--- config.mk ---
export PLATFORM = sky130hd
export DESIGN_NAME = seg_cache
export DESIGN_NICKNAME = d
export VERILOG_FILES = /design/src/rtl/seg_cache.sv
export SDC_FILE = /design/constraint.sdc
export NUM_CORES = 1
export LEC_CHECK = 0
export ABC_AREA = 1
export BUFFER_PORTS_ARGS = -buffer_cell sky130_fd_sc_hd__buf_2
export CORE_MARGIN = 10
export CORE_UTILIZATION = 40
export CTS_CLUSTER_DIAMETER = 30
export CTS_CLUSTER_SIZE = 10
export DETAILED_ROUTE_END_ITERATION = 10
export PLACE_DENSITY = 0.65
export SLEW_MARGIN = 10
export SYNTH_ARGS = -nofsm -noshare
export SYNTH_HDL_FRONTEND = slang
export SYNTH_SLANG_ARGS = --single-unit
export TNS_END_PERCENT = 1
--- constraint.sdc ---
create_clock -name clk -period 8.85 [get_ports clk]
set_input_delay 1.3275 -clock clk [delete_from_list [all_inputs] [get_ports clk]]
set_output_delay 1.3275 -clock clk [all_outputs]
set_load 0.05 [all_outputs]
--- src/rtl/seg_cache.sv ---
module seg_cache #(
  parameter int AW  = 32,
  parameter int SW  = 16,
  parameter int LW  = 20,
  parameter int SZW = 3
) (
  input  logic           clk,
  input  logic           rst_n,
  input  logic           prot_mode,
  input  logic           load_valid,
  input  logic [SW-1:0]  load_sel,
  input  logic [63:0]    load_desc,
  input  logic           acc_valid,
  input  logic [AW-1:0]  acc_offset,
  input  logic [SZW-1:0] acc_last,
  input  logic           acc_write,
  output logic [SW-1:0]  sel_out,
  output logic [AW-1:0]  base_out,
  output logic [AW-1:0]  limit_out,
  output logic [7:0]     attr_out,
  output logic [3:0]     flags_out,
  output logic           np_fault,
  output logic           acc_done,
  output logic [AW-1:0]  lin_addr,
  output logic           lim_fault,
  output logic           type_fault
);
  localparam int GS = 12;
  localparam logic [7:0]    REAL_ATTR = 8'h93;
  localparam logic [LW-1:0] REAL_LIM  = LW'(16'hFFFF);

  logic [SW-1:0]  sel_q;
  logic [AW-1:0]  base_q;
  logic [LW-1:0]  lim_q;
  logic [7:0]     attr_q;
  logic [3:0]     flg_q;

  wire [AW-1:0] d_base = AW'({load_desc[63:56], load_desc[39:32], load_desc[31:16]});
  wire [LW-1:0] d_lim  = LW'({load_desc[51:48], load_desc[15:0]});
  wire [7:0]    d_attr = load_desc[47:40];
  wire [3:0]    d_flg  = load_desc[55:52];
  wire          d_pres = load_desc[47];

  wire do_real = load_valid && !prot_mode;
  wire do_prot = load_valid && prot_mode && d_pres;
  wire do_np   = load_valid && prot_mode && !d_pres;

  always_ff @(posedge clk) begin
    if (!rst_n) begin
      sel_q  <= '0;
      base_q <= '0;
      lim_q  <= REAL_LIM;
      attr_q <= REAL_ATTR;
      flg_q  <= '0;
    end else if (do_real) begin
      sel_q  <= load_sel;
      base_q <= AW'({load_sel, 4'h0});
      lim_q  <= REAL_LIM;
      attr_q <= REAL_ATTR;
      flg_q  <= '0;
    end else if (do_prot) begin
      sel_q  <= load_sel;
      base_q <= d_base;
      lim_q  <= d_lim;
      attr_q <= d_attr;
      flg_q  <= d_flg;
    end
  end

  wire [AW-1:0] eff_lim = flg_q[3] ? AW'({lim_q, {GS{1'b1}}}) : AW'(lim_q);

  wire [AW:0] acc_end = {1'b0, acc_offset} + (AW+1)'(acc_last);
  wire        over    = acc_end > {1'b0, eff_lim};

  wire is_sys  = !attr_q[4];
  wire is_code = attr_q[3];
  wire rw_bit  = attr_q[1];
  wire bad_typ = is_sys
              || (acc_write && is_code)
              || (acc_write && !is_code && !rw_bit)
              || (!acc_write && is_code && !rw_bit);

  always_ff @(posedge clk) begin
    if (!rst_n) begin
      np_fault   <= 1'b0;
      acc_done   <= 1'b0;
      lin_addr   <= '0;
      lim_fault  <= 1'b0;
      type_fault <= 1'b0;
    end else begin
      np_fault   <= do_np;
      acc_done   <= acc_valid;
      lin_addr   <= acc_valid ? base_q + acc_offset : lin_addr;
      lim_fault  <= acc_valid && over;
      type_fault <= acc_valid && prot_mode && bad_typ;
    end
  end

  assign sel_out   = sel_q;
  assign base_out  = base_q;
  assign limit_out = eff_lim;
  assign attr_out  = attr_q;
  assign flags_out = flg_q;
endmodule

== After elaboration in Yosys (flattened, before gate mapping) ==
Index checks and enable logic that the tools add are counted.
Word-level totals
  register bits: 116
  bits of input ports: 121
  output and inout bits: 128
  word-level logic and storage cells: 43
Cells by class
  add/subtract/negate cells: 2
  $lt $le $gt $ge: 1
  mux-type cells: 5
  bitwise operators: 1
  reduce and logical (&&, ||, !) cells: 23
Operator list (number)
  $mux W20: 2
  $add A32 B3 Y33: 1
  $gt A33 B32 Y1: 1
  $add A32 B32 Y32: 1
  $mux W16: 2
  $mux W32: 1
  $logic_and A1 B1 Y1: 12
  $logic_not A1 Y1: 6
  $logic_or A1 B1 Y1: 3
  $reduce_bool A2 Y1: 1
  $reduce_or A2 Y1: 1
  $not A1 Y1: 1

== Longest topological paths before layout ==
Gate-level depths: netlist of run 1.
  word-level depth: 6
  depth in mapped cells: 23
  mapped depth without buffers: 23

== Worst setup path before layout of run 1 ==
OpenSTA, ideal clock, no wires.
  path type: input to register
  start: in acc_offset[0]
  end: reg lim_fault
  library setup time: 0.116 ns
  data arrival time: 3.824 ns
  required time: 8.734 ns
  setup slack: 4.910 ns
  stages: 23
  buffers on the path: 0
  cells stage by stage: ha_1 > inv_1 > fa_1 > inv_1 > nand2_1 > nand2_2 > nand2_2 > nor2_4 > nand2_4 > nor2_4 > nand2_4 > nor2_4 > nand2_2 > xnor2_2 > ha_1 > nand2_1 > inv_1 > nand2_1 > nor2_1 > nand3_1 > or2_2 > o21ai_1 > a21oi_1
Between the ends
  word-level cells in the longest chain between the ends: 3
Ends and longest elaborated chain
  from (decl): line 14  | input logic [AW-1:0] acc_offset,
  $add A32 B3 Y33: line 72  | wire [AW:0] acc_end = {1'b0, acc_offset} + (AW+1)'(acc_last);
  $gt A33 B32 Y1: line 73  | wire over = acc_end > {1'b0, eff_lim};
  $logic_and A1 B1 Y1: line 94  | lim_fault <= acc_valid && over;
  to (signal assigned): line 94
  to (decl): line 25  | output logic lim_fault,
Every way passes these cells.
A chain may end at the register's enable or synchronous reset.

== Worst setup path after layout of run 1 ==
Ends and elaborated chain as after synthesis.

==> impl_metrics.prom, run 1 <==
# TYPE chip_impl_metric gauge
chip_impl_info{name="clock_tree_from_tritoncts",value="yes"} 1
chip_impl_metric{name="drt_iter0_markers",unit=""} 591
chip_impl_metric{name="cts_inserted_buffers",unit=""} 17
chip_impl_metric{name="post_dp_hpwl",unit="mm"} 26.1
chip_impl_info{name="worstSetupStartpoint",value="acc_offset[0]"} 1
chip_impl_metric{name="floorplan.initialDensity",unit="%"} 40.5
chip_impl_metric{name="post-cts-setup-buffers",unit=""} 0
chip_impl_metric{name="cp_slowest_stage_delay",unit="ns"} 0.39
chip_impl_metric{name="drt_pre_antenna_iters",unit=""} 5
chip_impl_info{name="end_kind",value="flip-flop"} 1
chip_impl_metric{name="power.leakage",unit="nW"} 6.07
chip_impl_info{name="crit_family",value="simple AND/OR/NAND/NOR gates"} 1
chip_impl_metric{name="netlist_area",unit="µm²"} 8460
chip_impl_metric{name="grt_overflow",unit=""} 0
chip_impl_info{name="worstHoldPathType",value="reg -> reg"} 1
chip_impl_metric{name="fin_cells",unit=""} 1893
chip_impl_metric{name="drv.max_cap_violation_count",unit=""} 0
chip_impl_metric{name="path_max_fanout",unit=""} 4
chip_impl_metric{name="tritoncts_num_sinks",unit=""} 116
chip_impl_metric{name="clockBufferDepth",unit=""} 2
chip_impl_metric{name="setup-tns-final",unit="ns"} 0
chip_impl_metric{name="clock_skew",unit="ns"} 0.0141
chip_impl_metric{name="synth_sequential_area_ratio",unit="%"} 27.5
chip_impl_metric{name="ctsHoldBuffers",unit=""} 0
chip_impl_metric{name="global_route_wire_length_before_repair",unit="mm"} 49.0
chip_impl_metric{name="cts_max_level",unit=""} 4
chip_impl_metric{name="synth_nets",unit=""} 1556
chip_impl_metric{name="yosysUniqueCellTypes",unit=""} 38
chip_impl_metric{name="muxShareOfSynthArea",unit="%"} 0
chip_impl_metric{name="synth-xor-area-share",unit="%"} 4.54
chip_impl_metric{name="final_layout_size_suffix_gt1_share",unit="%"} 20.1
chip_impl_metric{name="vias_in_the_first_global_route",unit=""} 8914
chip_impl_metric{name="clk_transition_reported_paths",unit="ns"} 0.07
chip_impl_metric{name="drc_errors",unit=""} 0
chip_impl_info{name="worst_r2r_startpoint",value="flags_out[3]"} 1
chip_impl_metric{name="synth-compound-area-share",unit="%"} 10.4
chip_impl_metric{name="synthesis.instances",unit=""} 1367
chip_impl_metric{name="nets",unit=""} 1791
chip_impl_metric{name="final_period_minus_worst_setup_slack",unit="ns"} 3.87
chip_impl_info{name="crit_chain",value="buf_2 > ha_1 > inv_1 > fa_1 > inv_1 > nand2_1 > nand2_2 > nand2_2 > nor2_4 > nand2_4 > nor2_4 > nand2_4 > nor2_4 > nand2_2 > xnor2_2 > ha_1 > nand2_1 > inv_1 > nand2_1 > nor2_1 > nand3_1 > or2_2 > o21ai_1 > a21oi_1"} 1
chip_impl_metric{name="vias_per_cell",unit=""} 4.88
chip_impl_metric{name="antenna_found_initial",unit=""} 5
chip_impl_metric{name="synth_simple_gate_area_share",unit="%"} 34.8
chip_impl_metric{name="ir_worst_vdd",unit="µV"} 115
chip_impl_metric{name="port_buffers",unit=""} 248
chip_impl_info{name="dominant_combinational_cell_family_by_area_after_synthesis",value="simple AND/OR/NAND/NOR gates"} 1
chip_impl_info{name="worst_path_max_delay_cell",value="sky130_fd_sc_hd__fa_1"} 1
chip_impl_info{name="commonest_cells_after_routing_fill_and_taps_aside",value="sky130_fd_sc_hd__nand2_1, sky130_fd_sc_hd__buf_2, sky130_fd_sc_hd__inv_1, sky130_fd_sc_hd__nor2_1, sky130_fd_sc_hd__dfxtp_1"} 1
chip_impl_metric{name="area_overhead_of_the_layout_relative_to_synthesis",unit="%"} 24.0
chip_impl_info{name="cp-start-kind",value="input port"} 1
chip_impl_metric{name="routedWlPerCell",unit="µm"} 16.9
chip_impl_metric{name="grt_start_max_net_pins",unit=""} 70
chip_impl_metric{name="ioPinCount",unit=""} 249
chip_impl_metric{name="drt.antenna.violating_nets",unit=""} 0
chip_impl_metric{name="tightest_slew",unit="ns"} 1.16
chip_impl_metric{name="post_synth.cell_area_avg",unit="µm²"} 6.19
chip_impl_metric{name="fp.dieH",unit="µm"} 165
chip_impl_metric{name="dr_vias",unit=""} 9247
chip_impl_metric{name="final_hold_viol_count",unit=""} 0
chip_impl_info{name="outcome",value="completed"} 1
chip_impl_info{name="final_common_cell",value="sky130_fd_sc_hd__nand2_1"} 1
chip_impl_metric{name="core_area",unit="µm²"} 20900
chip_impl_info{name="clockRootBuffer",value="sky130_fd_sc_hd__clkbuf_16"} 1
chip_impl_metric{name="final.period_utilization",unit="%"} 43.7
chip_impl_metric{name="ys_seq_elements",unit=""} 116
chip_impl_metric{name="grt_usage",unit="%"} 23.0
chip_impl_metric{name="worstPathRequired",unit="ns"} 9.17
chip_impl_metric{name="cp_num_buf_inv",unit=""} 4
chip_impl_metric{name="worst_slew_margin_rel",unit="%"} 22.8
chip_impl_metric{name="post-place-cells",unit=""} 1858
chip_impl_metric{name="ys.warnings.count",unit=""} 0
chip_impl_metric{name="die_w",unit="µm"} 165
chip_impl_metric{name="slew_viol_final",unit=""} 0
chip_impl_metric{name="dieArea",unit="µm²"} 27400
chip_impl_metric{name="cellPowerDensity",unit="nW/µm²"} 160
chip_impl_metric{name="insertion_delay",unit="ns"} 0.43
chip_impl_metric{name="routed_wl",unit="mm"} 32.0
chip_impl_metric{name="cp_data_arrival_time",unit="ns"} 4.19
chip_impl_info{name="timing.setup.critical_path_class",value="in -> reg"} 1
chip_impl_info{name="min_from",value="attr_out[7]"} 1
chip_impl_metric{name="cts-resized-gates",unit=""} 0
chip_impl_info{name="grt_setup_unrepaired",value="false"} 1
chip_impl_metric{name="fmax",unit="MHz"} 259
chip_impl_metric{name="rows",unit=""} 53
chip_impl_metric{name="place.gp.congestion",unit=""} 0.934
chip_impl_metric{name="adder_and_majority_cell_fraction_of_the_synthesized_area",unit="%"} 10.2
chip_impl_metric{name="final-setup-viol-count",unit=""} 0
==> per-stage QoR <==
step	util (%)	area [µm²]	setup slack [ns]	hold WS (ns)	total power, mW
2_1_floorplan	-	8460	4.91	0.455	0.888
3_5_place_dp	47.6	9930	4.55	0.428	1.03
6_report	50.2	10500	4.98	0.443	1.68
5_1_grt	50.2	10500	4.65	0.476	1.76
3_3_place_gp	47.6	9930	4.63	0.422	1.02
4_1_cts	50.2	10500	5.00	0.447	1.69
==> cell usage after synthesis (all sizes together) <==
library cell  instances  area [µm²]
a21o                  2        15.0
a21oi                74         370
a221oi               12         105
a311oi                1        8.76
a31oi                 5        31.3
and3                  1        6.26
buf                  15        73.8
clkbuf               23        86.3
dfxtp               116        2320
fa                    2        40.0
ha                   66         826
inv                 241         905
nand2               435        1670
nand3                83         425
nand3b                3        22.5
nand4                10        68.8
nor2                157         639
nor3                 12        82.6
nor4                  1        12.5
o211ai                7        52.6
o21ai                48         240
o21bai                6        48.8
o22ai                 1        6.26
or2                   3        18.8
xnor2                14         130
xor2                 29         254
==> power breakdown <==
group	internal, mW	switching (mW)	leakage (nW)
sequential	0.554	0.0242	0.954
clock	0.367	0.296	0.259
combinational	0.124	0.315	4.86
==> logic make-up after synthesis <==
logic type               count (synthesis)
AND/OR/NAND/NOR                        705
buffers and inverters                  279
AO/OA/AOI/OAI                          156
flip-flops                             116
adder cells (fa/ha/maj)                 68
XOR/XNOR                                43
==> sequential cells by signal, indices dropped and copies added (netlist names), 4 cells and up <==
| signal | cells |
|---|---|
| sel_out | 16 |
| flags_out | 4 |
| attr_out | 8 |
| lim_q | 20 |
| base_out | 32 |
| lin_addr | 32 |
==> worst register-to-register path, stage by stage, from the launching register on <==
cell and delay (ns):
sky130_fd_sc_hd__dfxtp_1 0.39, sky130_fd_sc_hd__buf_4 0.35, sky130_fd_sc_hd__o21ai_0 0.30, sky130_fd_sc_hd__ha_1 0.41, sky130_fd_sc_hd__nand2_1 0.09, sky130_fd_sc_hd__nor2_1 0.14, sky130_fd_sc_hd__nand3b_1 0.14, sky130_fd_sc_hd__or2_2 0.32
sky130_fd_sc_hd__o21ai_1 0.13, sky130_fd_sc_hd__a21oi_1 0.05
==> path summary, 6_finish.rpt <==
path                               endpoint  slack, ns  cells after the start
worst max-delay path              lim_fault       4.98                     24
worst min-delay path            attr_out[7]       0.44                      1
worst max register to register    lim_fault       6.44                      9
worst min register to register  attr_out[7]       0.44                      1
==> metal layers <==
metal / up-vias / routed length, µm / global-route usage [%]
met5: - / 34 / 0
met4: 6 / 373 / 5.39
met3: 30 / 2640 / 5.80
met2: 306 / 14800 / 38.5
met1: 4155 / 14100 / 29.2
li1: 4750 / - / -
==> final cells by class <==
class | instances | area (µm²)
diodes | 3 | 7.51
clock buffers | 18 | 429
clock inverters | 14 | 119
repair buffers | 254 | 1290
fillers | 2271 | 10400
flip-flops and latches | 116 | 2320
inverters | 241 | 905
well taps | 275 | 344
multi-input cells | 972 | 5080
(Power assumes the default switching activity.)
==> inputs of run 2 (changes only) <==
Clock period 8.85 ns to 3.65 ns, I/O delays scaled along.
==> run 2 against run 1 <==
  * Setup slack got worse by 4.4 ns
  * Clock skew fell by 0.0023 ns
  * Via count fell by 0.23%
  * Clock-buffer cell count fell by 1
==> impl_metrics.prom, run 2 (synthesis gave the netlist of run 1 again) <==
# TYPE chip_impl_metric gauge
chip_impl_metric{name="routed_wl",unit="mm"} 31.9
chip_impl_metric{name="pwr-share-clk",unit="%"} 41.4
chip_impl_metric{name="drc_errors",unit=""} 0
chip_impl_metric{name="nets",unit=""} 1795
chip_impl_info{name="commonest_cells_after_routing_fill_and_taps_aside",value="sky130_fd_sc_hd__nand2_1, sky130_fd_sc_hd__buf_2, sky130_fd_sc_hd__inv_1, sky130_fd_sc_hd__nor2_1, sky130_fd_sc_hd__dfxtp_1"} 1
chip_impl_metric{name="setup-tns-final",unit="ns"} 0
chip_impl_metric{name="routedWlPerCell",unit="µm"} 16.8
chip_impl_metric{name="insertion_delay",unit="ns"} 0.42
chip_impl_metric{name="drv.max_cap_violation_count",unit=""} 0
chip_impl_metric{name="post-place-ws",unit="ns"} 0.149
chip_impl_metric{name="final_util",unit="%"} 50.6
chip_impl_info{name="end_kind",value="flip-flop"} 1
chip_impl_metric{name="grt_overflow",unit=""} 0
chip_impl_metric{name="ir_worst_vdd",unit="µV"} 275
chip_impl_metric{name="final_period_minus_worst_setup_slack",unit="ns"} 3.11
chip_impl_metric{name="rows",unit=""} 53
chip_impl_info{name="worst_path_max_delay_cell",value="sky130_fd_sc_hd__fa_1"} 1
chip_impl_metric{name="clock_skew",unit="ns"} 0.0118
chip_impl_metric{name="post-cts-setup-buffers",unit=""} 0
chip_impl_metric{name="cp_slowest_stage_delay",unit="ns"} 0.39
chip_impl_metric{name="fin_ws",unit="ns"} 0.542
chip_impl_metric{name="power.leakage",unit="nW"} 6.13
chip_impl_metric{name="dieArea",unit="µm²"} 27400
chip_impl_metric{name="fp.dieH",unit="µm"} 165
chip_impl_info{name="final_common_cell",value="sky130_fd_sc_hd__nand2_1"} 1
chip_impl_metric{name="final-setup-viol-count",unit=""} 0
chip_impl_metric{name="path_max_fanout",unit=""} 4
chip_impl_info{name="crit_family",value="simple AND/OR/NAND/NOR gates"} 1
chip_impl_metric{name="dr_vias",unit=""} 9226
chip_impl_metric{name="port_buffers",unit=""} 248
chip_impl_metric{name="cp_num_buf_inv",unit=""} 4
chip_impl_metric{name="post-place-cells",unit=""} 1862
chip_impl_metric{name="final_layout_size_suffix_gt1_share",unit="%"} 20.3
chip_impl_metric{name="tightest_slew",unit="ns"} 0.664
chip_impl_info{name="cp-start-kind",value="input port"} 1
chip_impl_metric{name="fin_cells",unit=""} 1896
chip_impl_metric{name="area_overhead_of_the_layout_relative_to_synthesis",unit="%"} 25.0
chip_impl_info{name="clockRootBuffer",value="sky130_fd_sc_hd__clkbuf_16"} 1
chip_impl_metric{name="floorplan.initialDensity",unit="%"} 40.5
chip_impl_metric{name="drt_pre_antenna_iters",unit=""} 5
chip_impl_metric{name="vias_in_the_first_global_route",unit=""} 8811
chip_impl_metric{name="tritoncts_num_sinks",unit=""} 116
chip_impl_metric{name="final_hold_viol_count",unit=""} 0
chip_impl_metric{name="drt_iter0_markers",unit=""} 581
chip_impl_metric{name="core_area",unit="µm²"} 20900
chip_impl_info{name="worstHoldPathType",value="in -> reg"} 1
chip_impl_metric{name="cts-resized-gates",unit=""} 0
chip_impl_metric{name="cts_inserted_buffers",unit=""} 17
chip_impl_info{name="outcome",value="completed"} 1
chip_impl_metric{name="ioPinCount",unit=""} 249
chip_impl_metric{name="slew_viol_final",unit=""} 0
chip_impl_metric{name="cellInternalPower",unit="mW"} 2.72
chip_impl_metric{name="worst_slew_margin_rel",unit="%"} 55.6
chip_impl_info{name="grt_setup_unrepaired",value="false"} 1
chip_impl_metric{name="fmax",unit="MHz"} 322
chip_impl_info{name="worst_path_most_repeated_cell",value="sky130_fd_sc_hd__inv_1"} 1
chip_impl_metric{name="grt_usage",unit="%"} 22.9
chip_impl_metric{name="whs",unit="ns"} 0.309
chip_impl_metric{name="switching_share",unit="%"} 35.4
chip_impl_metric{name="ctsHoldBuffers",unit=""} 0
chip_impl_metric{name="die_w",unit="µm"} 165
chip_impl_metric{name="clk_transition_reported_paths",unit="ns"} 0.06
chip_impl_info{name="clock_tree_from_tritoncts",value="yes"} 1
chip_impl_metric{name="cts_max_level",unit=""} 4
chip_impl_metric{name="place.gp.congestion",unit=""} 0.970
chip_impl_metric{name="cellPowerDensity",unit="nW/µm²"} 399
chip_impl_metric{name="power_frac_comb",unit="%"} 25.4
chip_impl_metric{name="grt_start_max_net_pins",unit=""} 44
chip_impl_metric{name="drt.antenna.violating_nets",unit=""} 0
chip_impl_info{name="timing.setup.critical_path_class",value="in -> reg"} 1
chip_impl_metric{name="worstPathRequired",unit="ns"} 3.95
chip_impl_metric{name="pwr-share-seq",unit="%"} 33.2
chip_impl_metric{name="antenna_found_initial",unit=""} 8
chip_impl_metric{name="clockBufferDepth",unit=""} 2
chip_impl_metric{name="global_route_wire_length_before_repair",unit="mm"} 48.3
chip_impl_metric{name="final.period_utilization",unit="%"} 85.1
chip_impl_info{name="crit_chain",value="buf_2 > ha_1 > inv_1 > fa_1 > inv_1 > nand2_1 > nand2_2 > nand2_2 > nor2_4 > nand2_4 > nor3_4 > nand3_1 > xor2_1 > inv_1 > ha_1 > nand2_1 > nor3_1 > nand3_1 > or2_2 > o21ai_1 > a21oi_1"} 1
chip_impl_metric{name="netSwitchingPower",unit="mW"} 1.49
chip_impl_metric{name="cp_data_arrival_time",unit="ns"} 3.41
chip_impl_metric{name="post_dp_hpwl",unit="mm"} 26.4
chip_impl_metric{name="vias_per_cell",unit=""} 4.87
chip_impl_metric{name="nFillCells",unit=""} 2195
run 2: changes by cell type in the layout (fill, tap and decap cells not counted), sizes merged:
cell	delta
clkinv	+5
buf	+4
bufinv	+3
clkinvlp	-3
inv	-5
clkbuf	-1
run 2: routing by layer:
metal / GRT usage [%] / share of wire [%] / routed length, µm / up-vias
li1: - / - / - / 4753
met1: 28.8 / 45 / 14300 / 4123
met2: 37.5 / 46 / 14700 / 304
met3: 6.77 / 8.1 / 2580 / 36
met4: 5.75 / 1.1 / 366 / 10
met5: 0 / 0.19 / 62 / -
run 2: per-stage QoR:
stage	area (µm²)	power, mW
after global routing	10600	4.42
after detailed placement	9960	2.50
final	10600	4.22
after floorplan	8460	2.15
after CTS	10600	4.24
after global placement	9960	2.49
run 2: final timing paths:
path	startpoint	to	slack, ns	depth (start not counted)
worst max-delay path	acc_offset[0]	lim_fault	0.54	21
worst min-delay path	load_desc[47]	np_fault	0.31	2
worst max register to register	flags_out[3]	lim_fault	1.10	9
worst min register to register	attr_out[7]	attr_out[7]	0.45	1
run 2: power by group through the flow:
stage,registers [mW],clock network [mW],logic (mW)
floorplan,1.64,0,0.510
global placement,1.43,0,1.06
detailed placement,1.43,0,1.07
CTS,1.40,1.77,1.07
global route,1.41,1.83,1.18
finish,1.40,1.75,1.07
run 2: final cells by class:
| type | instances | area, µm² | share of cell area (%) |
|---|---|---|---|
| Inverter | 241 | 905 | 8.55 |
| Antenna cell | 3 | 7.51 | 0.0710 |
| Sequential cell | 116 | 2320 | 22.0 |
| Clock inverter | 14 | 178 | 1.68 |
| Timing Repair Buffer | 258 | 1320 | 12.4 |
| Clock buffer | 17 | 425 | 4.02 |
| Tap cell | 275 | 344 | 3.25 |
| Multi-Input combinational cell | 972 | 5080 | 48.0 |
==> inputs of run 3 (changes only) <==
--- a/config.mk
+++ b/config.mk
@@ -8,5 +8,4 @@
 export ABC_AREA = 1
 export BUFFER_PORTS_ARGS = -buffer_cell sky130_fd_sc_hd__buf_2
-export CORE_MARGIN = 10
 export CORE_UTILIZATION = 40
 export CTS_CLUSTER_DIAMETER = 30
==> constraint.sdc (replaced) <==
create_clock -name clk -period 3.65 [get_ports clk]
set_input_delay 0.73 -clock clk [delete_from_list [all_inputs] [get_ports clk]]
set_output_delay 0.73 -clock clk [all_outputs]
set_load 0.05 [all_outputs]
==> run 3 against run 2 <==
  * Non-clock buffer count unchanged
  * Design area shrank 0.54%
  * Clock-buffer cell count grew 1
  * Register-to-register slack better by 0.02 ns
  * Sequential power about the same
  * First-iteration DRC count is 14% lower
  * Final cell count fell by 0.26%
  * Global-route usage rose by 4.7 points
  * Setup slack worse by 0.18 ns
  * Power shrank 3.5%
==> impl_metrics.prom, run 3 (synthesis gave the netlist of run 1 again) <==
# TYPE chip_impl_metric gauge
chip_impl_info{name="worstHoldEndpoint",value="attr_out[7]"} 1
chip_impl_metric{name="clock_skew",unit="ns"} 0.0151
chip_impl_metric{name="drc_errors",unit=""} 0
chip_impl_info{name="commonest_cells_after_routing_fill_and_taps_aside",value="sky130_fd_sc_hd__nand2_1, sky130_fd_sc_hd__buf_2, sky130_fd_sc_hd__inv_1, sky130_fd_sc_hd__nor2_1, sky130_fd_sc_hd__dfxtp_1"} 1
chip_impl_info{name="crit_chain",value="buf_2 > ha_1 > inv_1 > fa_1 > inv_1 > nand2_1 > nand2_2 > nand2_2 > nor2_4 > nand2_4 > nor3_4 > nand3_1 > xor2_1 > inv_1 > ha_1 > nand2_1 > nor3_1 > nand3_1 > or2_2 > o21ai_1 > a21oi_1"} 1
chip_impl_metric{name="fp.dieH",unit="µm"} 147
chip_impl_metric{name="reg2reg_setup_slack",unit="ns"} 1.12
chip_impl_metric{name="area_of_the_multi_input_gates",unit="µm²"} 5070
chip_impl_info{name="worst_path_most_repeated_cell",value="sky130_fd_sc_hd__inv_1"} 1
chip_impl_metric{name="whs",unit="ns"} 0.451
chip_impl_metric{name="grt_start_max_net_pins",unit=""} 49
chip_impl_info{name="final_common_cell",value="sky130_fd_sc_hd__nand2_1"} 1
chip_impl_metric{name="global_route_wire_length_before_repair",unit="mm"} 46.3
chip_impl_metric{name="tightest_slew",unit="ns"} 0.716
chip_impl_metric{name="ctsHoldBuffers",unit=""} 0
chip_impl_metric{name="routedWlPerCell",unit="µm"} 15.5
chip_impl_info{name="worst_path_max_delay_cell",value="sky130_fd_sc_hd__fa_1"} 1
chip_impl_metric{name="core_area",unit="µm²"} 20500
chip_impl_metric{name="fin_ws",unit="ns"} 0.360
chip_impl_metric{name="vias_in_the_first_global_route",unit=""} 8666
chip_impl_info{name="timing.setup.critical_path_class",value="in -> reg"} 1
chip_impl_metric{name="post_dp_hpwl",unit="mm"} 23.9
chip_impl_metric{name="tritoncts_num_sinks",unit=""} 116
chip_impl_metric{name="worstPathRequired",unit="ns"} 3.95
chip_impl_metric{name="path_max_fanout",unit=""} 4
chip_impl_metric{name="cp_num_buf_inv",unit=""} 4
chip_impl_metric{name="grt_overflow",unit=""} 0
chip_impl_metric{name="cellPowerDensity",unit="nW/µm²"} 387
chip_impl_metric{name="drt_pre_antenna_iters",unit=""} 7
chip_impl_metric{name="dieArea",unit="µm²"} 21700
chip_impl_metric{name="holdPathStages",unit=""} 1
chip_impl_metric{name="grt_usage",unit="%"} 27.6
chip_impl_metric{name="worst_slew_margin_rel",unit="%"} 52.1
chip_impl_metric{name="floorplan.initialDensity",unit="%"} 41.3
chip_impl_metric{name="ir_worst_vdd",unit="µV"} 290
chip_impl_metric{name="drv.max_cap_violation_count",unit=""} 0
chip_impl_metric{name="clk_transition_reported_paths",unit="ns"} 0.06
chip_impl_info{name="regToRegEndpoint",value="lim_fault"} 1
chip_impl_info{name="worstHoldPathType",value="reg -> reg"} 1
chip_impl_metric{name="routed_wl",unit="mm"} 29.3
chip_impl_info{name="outcome",value="completed"} 1
chip_impl_metric{name="final_hold_viol_count",unit=""} 0
chip_impl_info{name="clockRootBuffer",value="sky130_fd_sc_hd__clkbuf_16"} 1
chip_impl_metric{name="drt_iter0_markers",unit=""} 498
chip_impl_metric{name="final-setup-viol-count",unit=""} 0
chip_impl_metric{name="final_layout_size_suffix_gt1_share",unit="%"} 20.3
chip_impl_info{name="grt_setup_unrepaired",value="false"} 1
chip_impl_metric{name="cts_max_level",unit=""} 4
chip_impl_metric{name="area_overhead_of_the_layout_relative_to_synthesis",unit="%"} 24.4
chip_impl_metric{name="fmax",unit="MHz"} 304
chip_impl_metric{name="insertion_delay",unit="ns"} 0.42
chip_impl_info{name="worst_r2r_startpoint",value="flags_out[3]"} 1
chip_impl_metric{name="vias_per_cell",unit=""} 4.87
chip_impl_info{name="min_from",value="attr_out[7]"} 1
chip_impl_metric{name="nFillCells",unit=""} 2196
chip_impl_metric{name="slew_viol_final",unit=""} 0
chip_impl_metric{name="cp_data_arrival_time",unit="ns"} 3.59
chip_impl_metric{name="nets",unit=""} 1795
chip_impl_metric{name="post-cts-setup-buffers",unit=""} 0
chip_impl_metric{name="cts-resized-gates",unit=""} 0
chip_impl_metric{name="post-place-ws",unit="ns"} -0.0295
chip_impl_metric{name="clockBufferDepth",unit=""} 2
chip_impl_metric{name="final_period_minus_worst_setup_slack",unit="ns"} 3.29
chip_impl_metric{name="register_area",unit="µm²"} 2320
chip_impl_metric{name="final.period_utilization",unit="%"} 90.1
chip_impl_metric{name="place.gp.congestion",unit=""} 0.934
chip_impl_metric{name="antenna_found_initial",unit=""} 3
chip_impl_metric{name="port_buffers",unit=""} 248
chip_impl_metric{name="cp_slowest_stage_delay",unit="ns"} 0.39
chip_impl_metric{name="rr_worst_depth",unit=""} 9
chip_impl_info{name="end_kind",value="flip-flop"} 1
chip_impl_info{name="cp-start-kind",value="input port"} 1
chip_impl_metric{name="drt.antenna.violating_nets",unit=""} 0
chip_impl_metric{name="dr_vias",unit=""} 9206
chip_impl_info{name="crit_family",value="simple AND/OR/NAND/NOR gates"} 1
chip_impl_metric{name="die_w",unit="µm"} 147
chip_impl_metric{name="power.leakage",unit="nW"} 6.11
chip_impl_metric{name="ioPinCount",unit=""} 249
chip_impl_metric{name="cts_inserted_buffers",unit=""} 17
chip_impl_metric{name="rows",unit=""} 52
chip_impl_info{name="clock_tree_from_tritoncts",value="yes"} 1
-- run 3: worst register-to-register path, delay by kind of cell (launching register included) --
kind,cells,cell delay (ns)
simple gates,4,0.71
flops,1,0.61
compound gates,3,0.40
fa+ha+maj,1,0.36
buf+inv,1,0.35
-- run 3: layout make-up --
type                            count  share of cell area (%)
Clock inverter                     14                    1.21
Tap cell                          270                    3.21
Antenna cell                        2                  0.0476
Clock buffer                       18                    4.08
Multi-Input combinational cell    972                    48.3
Inverter                          241                    8.60
Timing Repair Buffer              258                    12.5
Sequential cell                   116                    22.1
-- run 3: how the worst max path moves through the flow --
stage	start	to	slack, ns	cells after the start
6_report	acc_offset[0]	lim_fault	0.36	21
5_1_grt	acc_offset[0]	lim_fault	0.13	21
4_1_cts	acc_offset[0]	lim_fault	0.40	21
3_5_place_dp	acc_offset[0]	lim_fault	-0.03	24
3_3_place_gp	acc_offset[0]	lim_fault	0.05	24
2_1_floorplan	acc_offset[0]	lim_fault	0.31	23
-- run 3: power by group --
group          switching (mW)  leakage (nW)  internal, mW
Sequential             0.0609         0.954          1.34
Combinational           0.757          4.88         0.304
Clock                   0.665         0.275         0.943
Total                    1.48          6.11          2.59
-- run 3: metrics by stage --
step	power [mW]	utilization (%)	TNS, ns	area (µm²)	cells
after floorplan	2.15	-	0	8460	1367
after global placement	2.48	48.6	0	9960	1857
after detailed placement	2.49	48.6	-0.0295	9960	1857
after CTS	4.10	51.3	0	10500	1889
after global routing	4.26	51.3	0	10500	1890
final	4.07	51.3	0	10500	1891
-- run 3: metal layers --
metal  vias up  part of all wire (%)  global-route usage (%)  routed length (µm)
met5         -                 0.034                       0                  10
met4         2                   2.0                    8.81                 596
met3        33                   7.0                    5.65                2050
met2       332                    46                    45.0               13400
met1      4094                    45                    36.3               13200
li1       4745                     -                       -                   -
